**config.mk**
```make
export PLATFORM = sky130hd
export DESIGN_NAME = ovc_fault_ctrl
export DESIGN_NICKNAME = d
export VERILOG_FILES = /design/src/rtl/ovc_pkg.sv /design/src/rtl/ovc_sync.sv /design/src/rtl/ovc_control.sv /design/src/rtl/ovc_datapath.sv /design/src/rtl/ovc_fault_ctrl.sv
export SDC_FILE = /design/constraint.sdc
export NUM_CORES = 1
export LEC_CHECK = 0
export BUFFER_PORTS_ARGS = -buffer_cell sky130_fd_sc_hd__buf_2
export CAP_MARGIN = 20
export CORE_UTILIZATION = 45
export DETAILED_ROUTE_END_ITERATION = 10
export SYNTH_ARGS = -nofsm -noshare
export SYNTH_HDL_FRONTEND = slang
export SYNTH_HIERARCHICAL = 1
export SYNTH_SLANG_ARGS = --single-unit
```
**constraint.sdc**
```tcl
create_clock -name clk -period 1.4 [get_ports clk]
set_input_delay 0.07 -clock clk [delete_from_list [all_inputs] [get_ports clk]]
set_output_delay 0.07 -clock clk [all_outputs]
set_load 0.03 [all_outputs]
```
**src/rtl/ovc_pkg.sv**
```systemverilog
package ovc_pkg;
  // Strobes from the control module to the per-channel datapath.
  typedef struct packed {
    logic killAll;     // force every gate off this cycle
    logic clearLatch;  // clear every overcurrent latch this cycle
  } ovcStrobe_t;
endpackage

```
**src/rtl/ovc_sync.sv**
```systemverilog
module ovc_sync #(
  parameter int WIDTH = 1
) (
  input  logic             clk,
  input  logic             porN,
  input  logic [WIDTH-1:0] asyncIn,
  output logic [WIDTH-1:0] syncOut
);
  logic [WIDTH-1:0] stage1;

  always_ff @(posedge clk or negedge porN) begin
    if (!porN) begin
      stage1  <= '0;
      syncOut <= '0;
    end else begin
      stage1  <= asyncIn;
      syncOut <= stage1;
    end
  end
endmodule

```
**src/rtl/ovc_control.sv**
```systemverilog
module ovc_control #(
  parameter int N_CH = 8
) (
  input  logic                   clk,
  input  logic                   porN,
  input  logic                   enS,
  input  logic                   hotS,
  input  logic                   coolS,
  input  logic [N_CH-1:0]        latchVec,
  output ovc_pkg::ovcStrobe_t    strobe,
  output logic                   thermOn,
  output logic                   faultN
);
  // Thermal state with hysteresis: trip flag sets, release flag clears.
  always_ff @(posedge clk or negedge porN) begin
    if (!porN) begin
      thermOn <= 1'b0;
    end else if (hotS) begin
      thermOn <= 1'b1;
    end else if (coolS) begin
      thermOn <= 1'b0;
    end
  end

  always_comb begin
    strobe.killAll    = !enS || thermOn;
    strobe.clearLatch = !enS || thermOn;
  end

  assign faultN = !((|latchVec) || thermOn);
endmodule

```
**src/rtl/ovc_datapath.sv**
```systemverilog
module ovc_datapath #(
  parameter int N_CH      = 8,
  parameter int BLANK_CYC = 200
) (
  input  logic                clk,
  input  logic                porN,
  input  logic [N_CH-1:0]     inS,
  input  logic [N_CH-1:0]     ocS,
  input  ovc_pkg::ovcStrobe_t strobe,
  output logic [N_CH-1:0]     gateOut,
  output logic [N_CH-1:0]     latchVec
);
  localparam int CW = $clog2(BLANK_CYC + 1);
  localparam logic [CW-1:0] BLANK_END = CW'(BLANK_CYC);

  for (genvar ch = 0; ch < N_CH; ch++) begin : g_chan
    logic [CW-1:0] blankCnt;
    logic          blankDone;
    logic          tripNow;

    assign blankDone = (blankCnt == BLANK_END);
    assign tripNow   = gateOut[ch] && blankDone && ocS[ch];

    // Blanking counter: zero while off, counts on-cycles, saturates.
    always_ff @(posedge clk or negedge porN) begin
      if (!porN) begin
        blankCnt <= '0;
      end else if (!gateOut[ch]) begin
        blankCnt <= '0;
      end else if (!blankDone) begin
        blankCnt <= blankCnt + 1'b1;
      end
    end

    always_ff @(posedge clk or negedge porN) begin
      if (!porN) begin
        latchVec[ch] <= 1'b0;
      end else if (strobe.clearLatch) begin
        latchVec[ch] <= 1'b0;
      end else if (tripNow) begin
        latchVec[ch] <= 1'b1;
      end
    end

    always_ff @(posedge clk or negedge porN) begin
      if (!porN) begin
        gateOut[ch] <= 1'b0;
      end else begin
        gateOut[ch] <= inS[ch] && !strobe.killAll && !latchVec[ch] && !tripNow;
      end
    end
  end
endmodule

```
**src/rtl/ovc_fault_ctrl.sv**
```systemverilog
module ovc_fault_ctrl #(
  parameter int N_CH      = 8,
  parameter int BLANK_CYC = 200
) (
  input  logic            clk,
  input  logic            porN,
  input  logic [N_CH-1:0] chanIn,
  input  logic [N_CH-1:0] ocFlag,
  input  logic            enRst,
  input  logic            thermHot,
  input  logic            thermCool,
  output logic [N_CH-1:0] gateOut,
  output logic            faultN
);
  localparam int SW = 2 * N_CH + 3;

  logic [SW-1:0]        syncVec;
  logic [N_CH-1:0]      inS;
  logic [N_CH-1:0]      ocS;
  logic                 enS;
  logic                 hotS;
  logic                 coolS;
  logic [N_CH-1:0]      latchVec;
  logic                 thermOn;
  ovc_pkg::ovcStrobe_t  strobe;

  ovc_sync #(.WIDTH(SW)) u_sync (
    .clk     (clk),
    .porN    (porN),
    .asyncIn ({thermCool, thermHot, enRst, ocFlag, chanIn}),
    .syncOut (syncVec)
  );

  assign {coolS, hotS, enS, ocS, inS} = syncVec;

  ovc_control #(.N_CH(N_CH)) u_ctrl (
    .clk      (clk),
    .porN     (porN),
    .enS      (enS),
    .hotS     (hotS),
    .coolS    (coolS),
    .latchVec (latchVec),
    .strobe   (strobe),
    .thermOn  (thermOn),
    .faultN   (faultN)
  );

  ovc_datapath #(.N_CH(N_CH), .BLANK_CYC(BLANK_CYC)) u_dp (
    .clk      (clk),
    .porN     (porN),
    .inS      (inS),
    .ocS      (ocS),
    .strobe   (strobe),
    .gateOut  (gateOut),
    .latchVec (latchVec)
  );
endmodule

```
* Word-level counts from Yosys, hierarchy flattened *
Index checks and enable logic that the tools add are counted.

operators by class
  add/sub/neg operators = 8
  eq/ne operators = 16
  multiplexer cells = 34
  reductions and logical operators = 71

operators by type and width
  operator             number
  $mux 8               16
  $add 8x1->8 const B  8
  $eq 8x8->1 const B   8
  $logic_and 1x1->1    40
  $logic_not 1->1      19
  $mux 1               18
  $reduce_bool 2->1    9
  $ne 2x2->1 const B   8
  $reduce_or 8->1      1
  $logic_or 1x1->1     2

word-level totals
  register bits after elaboration = 119
  output and inout bits = 9

* Depth between registers and ports, before layout *
Gate-level depths: netlist (run 1).

  word-level depth = 6
  mapped depth = 5
  mapped depth without buffers = 5

* Modules after synthesis *
The synthesis (run 1) kept the hierarchy.

by module, submodules not included
  module        times used  cells each  area each (um^2)  seq. area each (um^2)
  ovc_datapath  1           403         4204.0            2001.9
  ovc_sync      1           38          950.9             950.9
  ovc_control   1           8           76.3              25.0

* Worst setup path after synthesis (run 1) *
OpenSTA, ideal clock, no wires.

  path type = register -> output
  start point = reg u_dp.latchVec[4]
  end point = out faultN
  arrival = 1519 ps
  path slack = -189 ps
  stages on the path, launching flop included = 3
  buffers on the path = 0
  path through = dfrtp_1 > or4_1 > nor4_2

between the ends
  longest elaborated chain between the ends = 3

ends and longest elaborated chain
  element                           line                  text
  start: declaration                ovc_datapath.sv:11    output logic [N_CH-1:0] latchVec
  start signal: indexed assignment  ovc_datapath.sv:37    latchVec[ch] <= 1'b0;
  start signal: indexed assignment  ovc_datapath.sv:39    latchVec[ch] <= 1'b0;
  start signal: indexed assignment  ovc_datapath.sv:41    latchVec[ch] <= 1'b1;
  $reduce_or 8->1                   ovc_control.sv:30     assign faultN = !((|latchVec) || thermOn);
  $logic_or 1x1->1                  ovc_control.sv:30
  $logic_not 1->1                   ovc_control.sv:30
  end: declaration                  ovc_fault_ctrl.sv:13  output logic faultN

No other way between the ends.

* Worst setup path after layout (run 1) *
Ends and elaborated chain as after synthesis.

==> results.py, run 1 <==
metrics = {
    "sta": {
        "min_period_over_period_pct": 123,
        "maxSlewViolCount": 0,
        "fin_hold_ws_ns": 0.102,
        "min_period_ns": 1.72,
        "hold_viol": 0,
        "fmax_mhz": 580,
        "skew_ns": 0.00913,
        "relSlewSlack_pct": 72.7,
        "setup_viol": 1,
        "fin_ws_ns": -0.325,
        "worst_pin_slew_ns": 0.407,
        "rsz0062_at_grt": "true",
    },
    "cells_and_area": {
        "final_common_cell": "dfrtp_1",
        "fillers": 947,
        "nNetsFinal": 581,
        "regArea_um2": 2990,
        "multi_input_area_um2": 2190,
        "layout_common_cells": "110 x dfrtp_1, 54 x nand2_1, 36 x buf_4, 33 x nand3_1, 27 x buf_2",
        "syn_to_final_growth_pct": 28.3,
        "drive_above_1_share_pct": 24.1,
        "diodes": 0,
    },
    "power": {
        "p_per_area_nw_per_um2": 1250,
        "ir_drop_mv": 1.17,
        "p_leak_nw": 2.95,
    },
    "setup_path": {
        "critPathBufInv": 1,
        "r2r_slack_ns": 0.02,
        "worstPathRequired_ns": 1.33,
        "crit_type": "flip-flop to output pin",
        "critPathCaptureType": "output pin",
        "start_kind": "flip-flop",
        "path_cells": "or4_4 -> nor4_4 -> buf_6",
        "r2r_cells": 6,
        "path_max_fanout": 2,
        "r2r_start": "u_dp/g_chan[1].blankCnt[0]",
        "critPathArrivalTime_ns": 1.65,
        "crit_family": "simple AND/OR/NAND/NOR gates",
        "r2r-end": "u_dp/g_chan[1].blankCnt[0]",
        "max_stage_delay_ns": 0.55,
        "slowest_stage": "or4_4",
    },
    "detailed_routing": {
        "avgRoutedWirePerCell_um": 13.6,
        "via_count": 3569,
        "drc": 0,
        "dr.pass1.iters": 4,
        "drtIter0Drc": 158,
        "antenna_left": 0,
        "routed_wl_um": 9540,
        "via_per_inst": 5.10,
    },
    "clocking": {
        "numCtsBuffers": 17,
        "cts.sinks": 119,
        "clk_latency_ns": 0.40,
        "clock_path_buffers": 2,
        "htree_levels": 4,
        "cts.clk_slew.worst_paths_ns": 0.05,
        "cts_tree": "done",
        "cts_root_buf": "clkbuf_16",
    },
    "synthesis": {
        "ys_warn_count": 6,
        "ys_seq_elements": 119,
        "synth_area_leaders": "dfrtp_1 57%, mux2i_1 4.6%, nand2_1 3.9%",
        "yosysSeqAreaShare_pct": 56.9,
        "netlist.area_leader.share_pct": 56.9,
        "postSynthCellCount": 449,
        "syn_avg_cell_area_um2": 11.7,
        "yosys.area.top_type": "dfrtp_1",
        "synth_nets": 486,
        "ys_types": 36,
        "syn_area_um2": 5230,
    },
    "global_routing": {
        "grt_start_max_net_pins": 54,
        "grt_pass1_wl_um": 16200,
        "antenna_found_initial": 0,
        "grt.total_usage_pct": 17.9,
        "grt_pass1_vias": 3487,
        "grt-ovfl-total": 0,
    },
    "floorplan": {
        "initial_utilization_pct": 46.0,
        "dieWidth_um": 110,
        "io_pins": 30,
        "fp.dieH_um": 110,
        "die-area_um2": 12100,
        "rows": 39,
        "fp.coreArea_um2": 11400,
    },
    "outcome": {
        "run_status": "finished with violations",
        "failed_checks": "setup timing",
    },
    "place": {
        "gp_congestion": 0.800,
        "dp.final_hpwl_um": 6230,
        "io_buffers": 29,
        "post-place-ws_ns": -0.0365,
    },
    "hold_path": {
        "hold_class": "input port to async pin",
    },
    "flow_run": {
        "maxCapViolCount": 0,
    },
}
[area by class of cell]
cell class              count  share of cell area, %
well taps                 143                   2.67
clock inverters            12                   2.63
multi-input cells         301                   32.6
clock buffers              20                   6.66
inverters                  19                   1.06
repair buffers             86                   9.79
flip-flops and latches    119                   44.5
[sequential cells by signal, indices dropped and copies added (netlist names)]
register	flops
u_dp/g_chan.blankCnt	64
u_sync/stage1	19
u_sync/syncOut	19
u_dp/gateOut	8
u_dp/latchVec	8
u_ctrl/thermOn	1
[how the worst max path moves through the flow]
stage | startpoint | cells past startpoint | endpoint
4_1_cts | u_dp/latchVec[4] | 3 | faultN
3_3_place_gp | u_dp/g_chan[1].blankCnt[0] | 5 | u_dp/g_chan[1].blankCnt[0]
6_report | u_dp/latchVec[4] | 3 | faultN
2_1_floorplan | u_dp/g_chan[1].blankCnt[0] | 5 | u_dp/g_chan[1].blankCnt[0]
5_1_grt | u_dp/latchVec[4] | 3 | faultN
3_5_place_dp | u_dp/g_chan[1].blankCnt[0] | 5 | u_dp/g_chan[1].blankCnt[1]
[metrics by stage]
step           instances  setup TNS, ns  instance area [um2]  util (%)  power (mW)
5_1_grt              700         -0.845                 6710      59.0        8.72
3_3_place_gp         640        -0.0164                 5770      50.7        3.88
2_1_floorplan        449              0                 5240         -        3.71
3_5_place_dp         640         -0.141                 5770      50.7        3.88
6_report             700         -0.325                 6710      59.0        8.40
4_1_cts              693         -0.350                 6610      58.1        8.50
[Yosys cell counts]
master,count
dfrtp_1,119
nand4_1,7
nand3b_1,11
a21o_1,1
nor3_1,2
or3_1,17
o21ai_0,22
nand4b_1,4
xor2_1,2
clkbuf_1,9
a21boi_0,15
buf_4,1
a22o_1,5
mux2i_1,24
o2bb2ai_1,1
and2_1,16
nand2b_1,9
or3b_2,6
nor4_4,1
ha_1,16
inv_1,19
nand4b_4,1
nor4b_4,6
a31oi_1,8
nand2_1,54
nand3_1,34
xnor2_1,16
or4_1,1
nor4_2,1
a32o_1,2
and3_1,10
and4b_1,1
nor2b_1,2
nor2_1,4
a21boi_1,1
nand4b_2,1
[logic make-up after synthesis]
logic type / after synthesis / synth area share, %
AO/OA/AOI/OAI: 55 / 6.89
XOR/XNOR: 18 / 3.01
adder cells (fa/ha/maj): 16 / 3.83
buffers and inverters: 29 / 2.15
flip-flops: 119 / 56.9
multiplexers: 24 / 4.59
AND/OR/NAND/NOR: 188 / 22.6
[report_power, final]
group	leakage [nW]	switching, mW	total [mW]	internal (mW)
Combinational	1.10	0.155	0.296	0.140
Sequential	1.55	0.0606	3.58	3.52
Clock	0.300	1.50	4.52	3.02
[worst reg2reg max path, delay by kind of cell, from the launching register on]
family | cells | cell delay, ns
mux | 1 | 0.21
simple gates | 2 | 0.32
flops | 1 | 0.38
fa+ha+maj | 1 | 0.14
buf+inv | 2 | 0.26
[repair_timing]
action / 4_1_cts / 5_1_grt
endpoints found under the hold margin: 138 / 0
endpoints found under the setup margin: 14 / 45
pin swaps: 0 / 2
hold buffers: 20 / 0
buffers inserted: 1 / 7
resized for setup: 4 / 26
[routing by layer]
| metal | vias to the layer above | track usage, % | part of all wire [%] |
|---|---|---|---|
| met3 | 14 | 6.28 | 3.0 |
| met2 | 54 | 27.6 | 48 |
| met1 | 1731 | 22.9 | 47 |
| li1 | 1770 | - | - |
| met4 | 0 | 7.33 | 1.6 |
| met5 | - | 0 | 0 |
No activity file was read; power rests on OpenSTA's default activity.
==> run 2: changes to the inputs <==
--- a/config.mk
+++ b/config.mk
@@ -9,6 +9,7 @@
 export CAP_MARGIN = 20
 export CORE_UTILIZATION = 45
 export DETAILED_ROUTE_END_ITERATION = 10
+export MAX_ROUTING_LAYER = met4
 export SYNTH_ARGS = -nofsm -noshare
 export SYNTH_HDL_FRONTEND = slang
 export SYNTH_HIERARCHICAL = 1
==> constraint.sdc (replaced) <==
create_clock -name clk -period 2.1 [get_ports clk]
set_input_delay 0.105 -clock clk [delete_from_list [all_inputs] [get_ports clk]]
set_output_delay 0.105 -clock clk [all_outputs]
set_load 0.03 [all_outputs]
==> run 2 against run 1 <==
The run ends with DRC left. Non-clock buffer count down 35. Cell count shrank 5.0%. Clock skew fell by 0.0028 ns. Total power is 36% lower.
==> results.py, run 2 (synthesized netlist as in run 1, its figures left out) <==
metrics = {
    "outcome": {
        "run_status": "finished with violations",
        "failed_checks": "DRC",
    },
    "setup_path": {
        "r2r_cells": 4,
        "r2r_slack_ns": 0.49,
        "r2r-end": "u_dp/latchVec[1]",
        "slowest_stage": "or4_1",
        "r2r_start": "u_ctrl/thermOn",
        "crit_type": "flip-flop to output pin",
        "start_kind": "flip-flop",
        "path_max_fanout": 3,
        "max_stage_delay_ns": 0.58,
        "critPathArrivalTime_ns": 1.88,
        "worstPathRequired_ns": 2.00,
        "path_cells": "or4_1 -> nor4_4 -> clkbuf_4",
        "critPathCaptureType": "output pin",
    },
    "floorplan": {
        "die-area_um2": 12100,
        "fp.dieH_um": 110,
        "fp.coreArea_um2": 11400,
        "io_pins": 30,
        "dieWidth_um": 110,
        "initial_utilization_pct": 46.0,
        "rows": 39,
    },
    "detailed_routing": {
        "drc": 2,
        "dr.pass1.iters": 7,
        "drtIter0Drc": 256,
        "via_per_inst": 5.16,
        "via_count": 3433,
        "antenna_left": 0,
        "avgRoutedWirePerCell_um": 13.6,
        "routed_wl_um": 9050,
    },
    "clocking": {
        "cts_tree": "done",
        "cts.sinks": 119,
        "htree_levels": 4,
        "clk_latency_ns": 0.41,
        "clock_path_buffers": 2,
        "numCtsBuffers": 17,
        "cts.clk_slew.worst_paths_ns": 0.06,
        "cts_root_buf": "clkbuf_16",
    },
    "flow_run": {
        "maxCapViolCount": 0,
    },
    "cells_and_area": {
        "final_cell_area_um2": 6340,
        "regMostFlops": "u_dp/g_chan.blankCnt",
        "largest_register_ffs": 64,
        "layout_common_cells": "119 x dfrtp_1, 54 x nand2_1, 34 x nand3_1, 27 x buf_2, 24 x mux2i_1",
        "instances_no_fill": 665,
        "top_regs": "u_dp/g_chan.blankCnt: 64 flops, u_sync/stage1: 19 flops, u_sync/syncOut: 19 flops",
        "final_common_cell": "dfrtp_1",
        "nNetsFinal": 546,
        "diodes": 0,
        "fillers": 955,
        "syn_to_final_growth_pct": 21.1,
        "drive_above_1_share_pct": 15.1,
    },
    "global_routing": {
        "grt_pass1_wl_um": 15200,
        "grt.total_usage_pct": 17.6,
        "grt_start_max_net_pins": 51,
        "antenna_found_initial": 0,
        "grt-ovfl-total": 0,
        "grt_pass1_vias": 3245,
    },
    "power": {
        "ir_drop_mv": 0.887,
        "p_leak_nw": 2.75,
        "total_power_mw": 5.34,
        "p_per_area_nw_per_um2": 843,
    },
    "place": {
        "placed_cell_area_um2": 5540,
        "gp_congestion": 0.789,
        "io_buffers": 29,
        "dp.final_hpwl_um": 5950,
        "post-place-ws_ns": 0.466,
        "dp_cells": 613,
    },
    "sta": {
        "hold_viol": 0,
        "rsz0062_at_grt": "false",
        "setup_viol": 0,
        "worst_pin_slew_ns": 0.564,
        "maxSlewViolCount": 0,
        "finalSetupTns_ns": 0,
        "fmax_mhz": 504,
        "min_period_ns": 1.99,
        "skew_ns": 0.00632,
        "relSlewSlack_pct": 62.4,
        "fin_ws_ns": 0.114,
        "min_period_over_period_pct": 94.6,
    },
    "hold_path": {
        "hold_class": "input port to async pin",
    },
}
-- run 2: where the power goes --
group          leakage [nW]  internal (mW)  total, mW  switching (mW)
Clock                 0.279           1.75       2.79            1.04
Sequential             1.57           2.34       2.39          0.0433
Combinational         0.906         0.0740      0.168          0.0941
-- run 2: what timing repair did --
| action | CTS | global route |
|---|---|---|
| setup buffers | 0 | 0 |
| hold buffers | 20 | 0 |
| endpoints found under the hold margin | 61 | 0 |
| resized for setup | 0 | 2 |
| endpoints found under the setup margin | 0 | 1 |
-- run 2: layout make-up --
class	instances	area, um2	area share [%]
well taps	143	179	2.82
clock inverters	15	155	2.45
inverters	19	71.3	1.13
clock buffers	17	425	6.71
flip-flops and latches	119	2980	47.0
multi-input cells	301	2150	33.9
repair buffers	51	378	5.96
-- run 2: how the worst max path moves through the flow --
stage,startpoint,endpoint,cells after the start
after floorplan,u_dp/latchVec[4],faultN,2
after global placement,u_dp/latchVec[4],faultN,3
after detailed placement,u_ctrl/thermOn,u_dp/latchVec[6],4
after CTS,u_dp/latchVec[4],faultN,3
after global routing,u_dp/latchVec[4],faultN,3
final,u_dp/latchVec[4],faultN,3
-- run 2: through the flow --
stage	hold slack [ns]	util, %
4_1_cts	0.254	55.6
5_1_grt	0.294	55.7
3_5_place_dp	0.140	48.8
3_3_place_gp	0.143	48.8
2_1_floorplan	-0.191	-
6_report	0.236	55.7
-- run 2: layer usage --
layer  part of all wire [%]  track usage [%]
met3                    3.0             5.87
met2                     47             25.6
met1                     48             22.2
met4                    1.6             8.00
met5                      0                -
-- run 2: worst max-delay path: cells and delay by family, from the launching register on --
| kind | cells | cell delay, ns |
|---|---|---|
| buffers and inverters | 1 | 0.24 |
| flip-flops | 1 | 0.38 |
| AND/OR/NAND/NOR | 2 | 0.84 |
